[src/rtl/mhf_pkg.sv]
package mhf_pkg;
  localparam logic [31:0] CRC_POLY = 32'h04C11DB7;
  localparam logic [31:0] CRC_INIT = 32'hFFFF_FFFF;

  // fold one byte, bit 0 first, non-reflected register
  function automatic logic [31:0] crc_fold_byte(input logic [31:0] crc, input logic [7:0] b);
    logic [31:0] r;
    logic        fb;
    r = crc;
    for (int i = 0; i < 8; i++) begin
      fb = r[31] ^ b[i];
      r  = {r[30:0], 1'b0};
      if (fb) r = r ^ CRC_POLY;
    end
    return r;
  endfunction
endpackage

[src/rtl/mhf_crc_engine.sv]
module mhf_crc_engine
  import mhf_pkg::*;
#(
  parameter int unsigned ADDR_BYTES = 6,
  parameter int unsigned IDX_W      = 6
) (
  input  logic             clk_i,
  input  logic             rst_ni,
  input  logic             sof_i,
  input  logic             byte_valid_i,
  input  logic [7:0]       byte_i,
  output logic             last_o,
  output logic             group_o,
  output logic [IDX_W-1:0] idx_o
);
  localparam int unsigned CNT_W = $clog2(ADDR_BYTES + 1);

  logic [31:0]      crc_q, crc_base, crc_d;
  logic [CNT_W-1:0] cnt_q, cnt_base;
  logic             grp_q, take;

  always_comb begin
    crc_base = sof_i ? CRC_INIT : crc_q;
    cnt_base = sof_i ? '0 : cnt_q;
    take     = byte_valid_i && (cnt_base < CNT_W'(ADDR_BYTES));
    crc_d    = take ? crc_fold_byte(crc_base, byte_i) : crc_base;
    last_o   = take && (cnt_base == CNT_W'(ADDR_BYTES - 1));
    group_o  = (take && cnt_base == '0) ? byte_i[0] : (sof_i ? 1'b0 : grp_q);
    idx_o    = crc_d[31 -: IDX_W];
  end

  always_ff @(posedge clk_i or negedge rst_ni) begin
    if (!rst_ni) begin
      crc_q <= CRC_INIT;
      cnt_q <= '0;
      grp_q <= 1'b0;
    end else begin
      crc_q <= crc_d;
      cnt_q <= cnt_base + CNT_W'(take);
      grp_q <= group_o;
    end
  end
endmodule

[src/rtl/mhf_hash_table.sv]
module mhf_hash_table #(
  parameter int unsigned WORDS  = 4,
  parameter int unsigned WORD_W = 16,
  localparam int unsigned SEL_W = $clog2(WORDS),
  localparam int unsigned IDX_W = $clog2(WORDS * WORD_W)
) (
  input  logic              clk_i,
  input  logic              rst_ni,
  input  logic              we_i,
  input  logic [SEL_W-1:0]  sel_i,
  input  logic [WORD_W-1:0] wdata_i,
  output logic [WORD_W-1:0] rdata_o,
  input  logic [IDX_W-1:0]  idx_i,
  output logic              hit_o
);
  logic [WORDS*WORD_W-1:0] bits_q;

  for (genvar w = 0; w < WORDS; w++) begin : g_word
    always_ff @(posedge clk_i or negedge rst_ni) begin
      if (!rst_ni)                            bits_q[w*WORD_W +: WORD_W] <= '0;
      else if (we_i && sel_i == SEL_W'(w))    bits_q[w*WORD_W +: WORD_W] <= wdata_i;
    end
  end

  // upper index bits pick the word, lower the bit: flat position equals index
  assign rdata_o = bits_q[sel_i*WORD_W +: WORD_W];
  assign hit_o   = bits_q[idx_i];
endmodule

[src/rtl/mhf_decision.sv]
module mhf_decision #(
  parameter int unsigned IDX_W = 6
) (
  input  logic             clk_i,
  input  logic             rst_ni,
  input  logic             sof_i,
  input  logic             last_i,
  input  logic             group_i,
  input  logic             hit_i,
  input  logic             rx_all_i,
  input  logic             rx_all_mcast_i,
  input  logic [IDX_W-1:0] idx_i,
  output logic             valid_o,
  output logic             group_o,
  output logic             accept_o,
  output logic [IDX_W-1:0] idx_o
);
  logic accept_d;
  assign accept_d = group_i && (rx_all_i || rx_all_mcast_i || hit_i);

  always_ff @(posedge clk_i or negedge rst_ni) begin
    if (!rst_ni) begin
      valid_o  <= 1'b0;
      group_o  <= 1'b0;
      accept_o <= 1'b0;
      idx_o    <= '0;
    end else begin
      valid_o <= last_i;
      if (last_i) begin
        group_o  <= group_i;
        accept_o <= accept_d;
        idx_o    <= idx_i;
      end else if (sof_i) begin
        group_o  <= 1'b0;
        accept_o <= 1'b0;
        idx_o    <= '0;
      end
    end
  end
endmodule

[src/rtl/mcast_hash_filter.sv]
module mcast_hash_filter #(
  parameter int unsigned ADDR_BYTES = 6,
  parameter int unsigned TBL_WORDS  = 4,
  parameter int unsigned TBL_WORD_W = 16,
  localparam int unsigned SEL_W = $clog2(TBL_WORDS),
  localparam int unsigned IDX_W = $clog2(TBL_WORDS * TBL_WORD_W)
) (
  input  logic                  clk_i,
  input  logic                  rst_ni,
  input  logic                  sof_i,
  input  logic                  da_valid_i,
  input  logic [7:0]            da_byte_i,
  input  logic                  rx_all_i,
  input  logic                  rx_all_mcast_i,
  input  logic                  tbl_we_i,
  input  logic [SEL_W-1:0]      tbl_sel_i,
  input  logic [TBL_WORD_W-1:0] tbl_wdata_i,
  output logic [TBL_WORD_W-1:0] tbl_rdata_o,
  output logic                  dec_valid_o,
  output logic                  dec_group_o,
  output logic                  dec_accept_o,
  output logic [IDX_W-1:0]      hash_idx_o
);
  logic             last, group, hit;
  logic [IDX_W-1:0] idx;

  mhf_crc_engine #(.ADDR_BYTES(ADDR_BYTES), .IDX_W(IDX_W)) u_crc (
    .clk_i, .rst_ni, .sof_i,
    .byte_valid_i (da_valid_i),
    .byte_i       (da_byte_i),
    .last_o       (last),
    .group_o      (group),
    .idx_o        (idx)
  );

  mhf_hash_table #(.WORDS(TBL_WORDS), .WORD_W(TBL_WORD_W)) u_tbl (
    .clk_i, .rst_ni,
    .we_i    (tbl_we_i),
    .sel_i   (tbl_sel_i),
    .wdata_i (tbl_wdata_i),
    .rdata_o (tbl_rdata_o),
    .idx_i   (idx),
    .hit_o   (hit)
  );

  mhf_decision #(.IDX_W(IDX_W)) u_dec (
    .clk_i, .rst_ni, .sof_i,
    .last_i         (last),
    .group_i        (group),
    .hit_i          (hit),
    .rx_all_i       (rx_all_i),
    .rx_all_mcast_i (rx_all_mcast_i),
    .idx_i          (idx),
    .valid_o        (dec_valid_o),
    .group_o        (dec_group_o),
    .accept_o       (dec_accept_o),
    .idx_o          (hash_idx_o)
  );
endmodule

[config.mk]
export PLATFORM = sky130hd
export DESIGN_NAME = mcast_hash_filter
export DESIGN_NICKNAME = d
export VERILOG_FILES = /design/src/rtl/mhf_pkg.sv /design/src/rtl/mhf_crc_engine.sv /design/src/rtl/mhf_hash_table.sv /design/src/rtl/mhf_decision.sv /design/src/rtl/mcast_hash_filter.sv
export SDC_FILE = /design/constraint.sdc
export NUM_CORES = 1
export LEC_CHECK = 0
export CAP_MARGIN = 25
export CORE_ASPECT_RATIO = 1.5
export CORE_MARGIN = 2
export CORE_UTILIZATION = 45
export CTS_BUF_LIST = sky130_fd_sc_hd__clkbuf_8 sky130_fd_sc_hd__clkbuf_16
export CTS_CLUSTER_DIAMETER = 100
export DETAILED_ROUTE_END_ITERATION = 16
export DONT_BUFFER_PORTS = 1
export GPL_ROUTABILITY_DRIVEN = 1
export PLACE_DENSITY = 0.59
export RECOVER_POWER = 100
export SYNTH_ARGS = -nofsm -noshare
export SYNTH_HDL_FRONTEND = slang
export SYNTH_SLANG_ARGS = --single-unit
[constraint.sdc]
create_clock -name clk_i -period 6.4 [get_ports clk_i]
set_input_delay 0.64 -clock clk_i [delete_from_list [all_inputs] [get_ports clk_i]]
set_output_delay 0.64 -clock clk_i [all_outputs]
set_load 0.005 [all_outputs]
==> flow_summary.yaml <==
finish:
  drive_above_1_share_pct: 24.4
  regArea_mm2: 0.00277
  fin_nets: 588
  diodes: 0
  multi_input_area_mm2: 0.00333
  fillers: 1254
  syn_to_final_growth_pct: 5.26
yosys:
  synth_top_area_share_pct: 30.4
  ys.warnings.count: 0
  synth_area_per_cell_um2: 11.1
  ys_seq_area_share_pct: 43.6
  yosysMostFrequentCell: "dfrtp_1"
  syn_inst: 574
  ys.flop_type: "dfrtp_1"
  ys_types: 58
  synth_edf_count: 0
  synthTopCellsByArea: "dfrtp_1 (30%), dfstp_2 (13%), mux2_2 (11%), mux4_2 (5.7%), xnor2_1 (5.7%)"
  async_flop_share_pct: 100
  ys_ff_latch: 109
  synthTopCellsByCount: "dfrtp_1 (77), mux2_2 (64), nor2_1 (52)"
  syn_area_mm2: 0.00635
  yosysTopAreaCell: "dfrtp_1"
  synth_fp_nets: 609
power_and_ir_drop:
  leakagePower_nw: 2.74
  powerDensity_mw_per_mm2: 435
  power_mw: 2.91
  irDropWorstVdd_mv: 0.228
floorplanning:
  ios: 58
  dieArea_mm2: 0.0151
  dieWidth_um: 101
  fp.coreArea_mm2: 0.0139
  chipHeight_um: 149
  initial_core_util_pct: 45.6
  rows: 53
routing:
  drtPass1Iterations: 4
  via_count: 4319
  drt_iter0_drc: 188
  remaining_drc_errors: 0
  routed_wl_um: 15800
  viasPerCell: 5.97
  drtAntennaViolNets: 0
  routedWlPerCell_um: 21.9
placement:
  hpwlAfterDp_um: 11200
  finalWeightedCongestion: 0.872
  port_buffers: 0
timing:
  setup_tns_ns: 0
  worstMarginPinSlew_ns: 4.26
  finalCritPeriodShare_pct: 75.0
  finalHoldViolCount: 0
  timing.fmax_mhz: 208
  slew_headroom_pct: -184
  maxSlewViolCount: 130
  setup_viol: 0
  fin_crit_ns: 4.80
  finClkSkew_ns: 0.00535
  rsz0062_at_grt: "no"
worst_setup_path:
  crit_type: "reg2reg"
  crit_arrival_ns: 5.08
  rrSetupSlack_ns: 1.60
  worst_path_largest_cell_delay_ns: 1.61
  startpoint_type: "register"
  cp-startpoint: "u_crc.crc_q[28]$_DFF_PN1_"
  reg2reg_to: "u_dec.accept_o$_DFFE_PN0P_"
  worstReg2RegStart: "u_crc.crc_q[28]$_DFF_PN1_"
  crit_slowest_cell: "clkbuf_1"
  cp-end-kind: "register"
  cp_max_fo: 34
  crit_path_frequent_cell: "xnor2_1"
  worstPathCellList: "xnor2_1, nor2_1, xnor2_1, xnor3_1, a2bb2oi_4, clkbuf_1, mux2i_1, a221oi_1, nand3_1, and4_1, a32oi_1"
  worstPathRequired_ns: 6.68
  r2r_cells: 11
min_path:
  min_path_type: "in2async"
cts:
  clk_transition_reported_paths_ns: 0.07
  htree_levels: 3
  cts_max_path_buffers: 2
  cts_tree: "done"
  root_buffer: "clkbuf_16"
  cts_buffers: 9
  cts_sinks: 109
  clkLatencyLatePin_ns: 0.36
grt:
  grt_pass1_vias: 4569
  grt_max_degree: 78
  grt_use_total_pct: 22.1
  antenna_found_initial: 0
  grt_pass1_wl_um: 24900
  grt-ovfl-total: 0
run_status:
  status: "complete, but fails checks"
  failed_checks: "max-capacitance violations, max-slew violations"
job:
  drv_cap: 3
-- worst max-delay path, delay by kind of cell, from the launching register on --
| kind | cells | cell delay, ns |
|---|---|---|
| buf+inv | 1 | 1.61 |
| xor+xnor | 3 | 1.01 |
| compound gates | 3 | 0.80 |
| flops | 1 | 0.65 |
| simple gates | 3 | 0.42 |
| mux | 1 | 0.22 |
-- worst max path at each step --
stage | end | slack (ns) | cells past startpoint
finish | u_dec.accept_o$_DFFE_PN0P_ | 1.60 | 11
global route | u_dec.accept_o$_DFFE_PN0P_ | 1.34 | 12
CTS | u_dec.accept_o$_DFFE_PN0P_ | 2.48 | 12
detailed placement | u_dec.accept_o$_DFFE_PN0P_ | 2.15 | 12
global placement | u_dec.accept_o$_DFFE_PN0P_ | 2.25 | 12
floorplan | u_dec.accept_o$_DFFE_PN0P_ | 3.41 | 12
-- kinds of logic after synthesis --
group	synth area share, %
xor+xnor	9.84
flops	43.6
compound gates	9.64
buf+inv	3.67
simple gates	10.9
mux	21.9
fa+ha+maj	0.394
-- placed cells by master (no fill, tap or decap), types with 2 or more instances in the layout --
| master | count |
|---|---|
| or3_1 | 12 |
| mux2_2 | 64 |
| nor2b_1 | 3 |
| dfstp_1 | 2 |
| xor2_1 | 17 |
| mux2i_1 | 31 |
| nand3b_1 | 3 |
| xnor2_2 | 2 |
| xnor2_1 | 41 |
| mux4_2 | 16 |
| clkinv_4 | 2 |
| nor3_1 | 12 |
| o21ai_0 | 31 |
| nand3_1 | 14 |
| clkbuf_16 | 9 |
| inv_1 | 8 |
| o22a_1 | 2 |
| nor2_1 | 52 |
| and4_1 | 2 |
| a22oi_1 | 10 |
| a221oi_1 | 2 |
| a211oi_1 | 4 |
| ha_1 | 2 |
| o22ai_1 | 4 |
| clkbuf_1 | 3 |
| a211o_1 | 2 |
| dfstp_2 | 30 |
| a21o_1 | 2 |
| o211ai_1 | 5 |
| inv_8 | 2 |
| and2_1 | 3 |
| o32ai_1 | 2 |
| nand2_1 | 35 |
| a21oi_1 | 26 |
| dfrtp_1 | 77 |
| xnor3_1 | 3 |
-- metrics by stage --
stage | cells | cell area (µm²) | hold WS (ns) | util [%] | setup slack (ns)
final | 723 | 6680 | 0.112 | 48.0 | 1.60
after global routing | 723 | 6680 | 0.0886 | 48.0 | 1.34
after CTS | 723 | 6750 | 0.101 | 48.5 | 2.48
after detailed placement | 706 | 6400 | 0.351 | 46.0 | 2.15
after global placement | 706 | 6400 | 0.348 | 46.0 | 2.25
after floorplan | 574 | 6350 | 0.344 | - | 3.41
-- sequential cells by signal, indices dropped and copies added (netlist names) --
register,cells
u_tbl.bits_q,64
u_crc.crc_q,32
u_dec.idx_o,6
u_crc.cnt_q,3
u_crc.grp_q,1
u_dec.accept_o,1
u_dec.group_o,1
u_dec.valid_o,1
-- report_power, final --
part           switching [mW]  leakage [nW]  internal [mW]  total (mW)
registers               0.153          1.27          0.921        1.07
clock network           0.274         0.157          0.323       0.596
logic                   0.651          1.31          0.586        1.24
total                    1.08          2.74           1.83        2.91
-- routing by layer --
metal | vias up | global-route usage (%) | wire length [µm]
met4 | 0 | 11.4 | 560
met3 | 34 | 5.00 | 771
met5 | - | 0 | 0
met2 | 117 | 39.1 | 8630
li1 | 2004 | - | -
met1 | 2164 | 24.5 | 5850
-- final cells by class --
type                    instances  share of cell area [%]
inverters                      10                   0.562
flip-flops and latches        109                    41.4
clock inverters                 6                    1.18
repair buffers                  4                   0.281
clock buffers                  10                    3.58
multi-input cells             419                    49.9
well taps                     165                    3.09
-- what timing repair did --
action	4_1_cts	5_1_grt
endpoints found under the setup margin	0	0
endpoints found under the hold margin	77	0
resized for setup	0	0
hold buffers	1	0
buffers inserted	0	0
(Power assumes the default switching activity.)
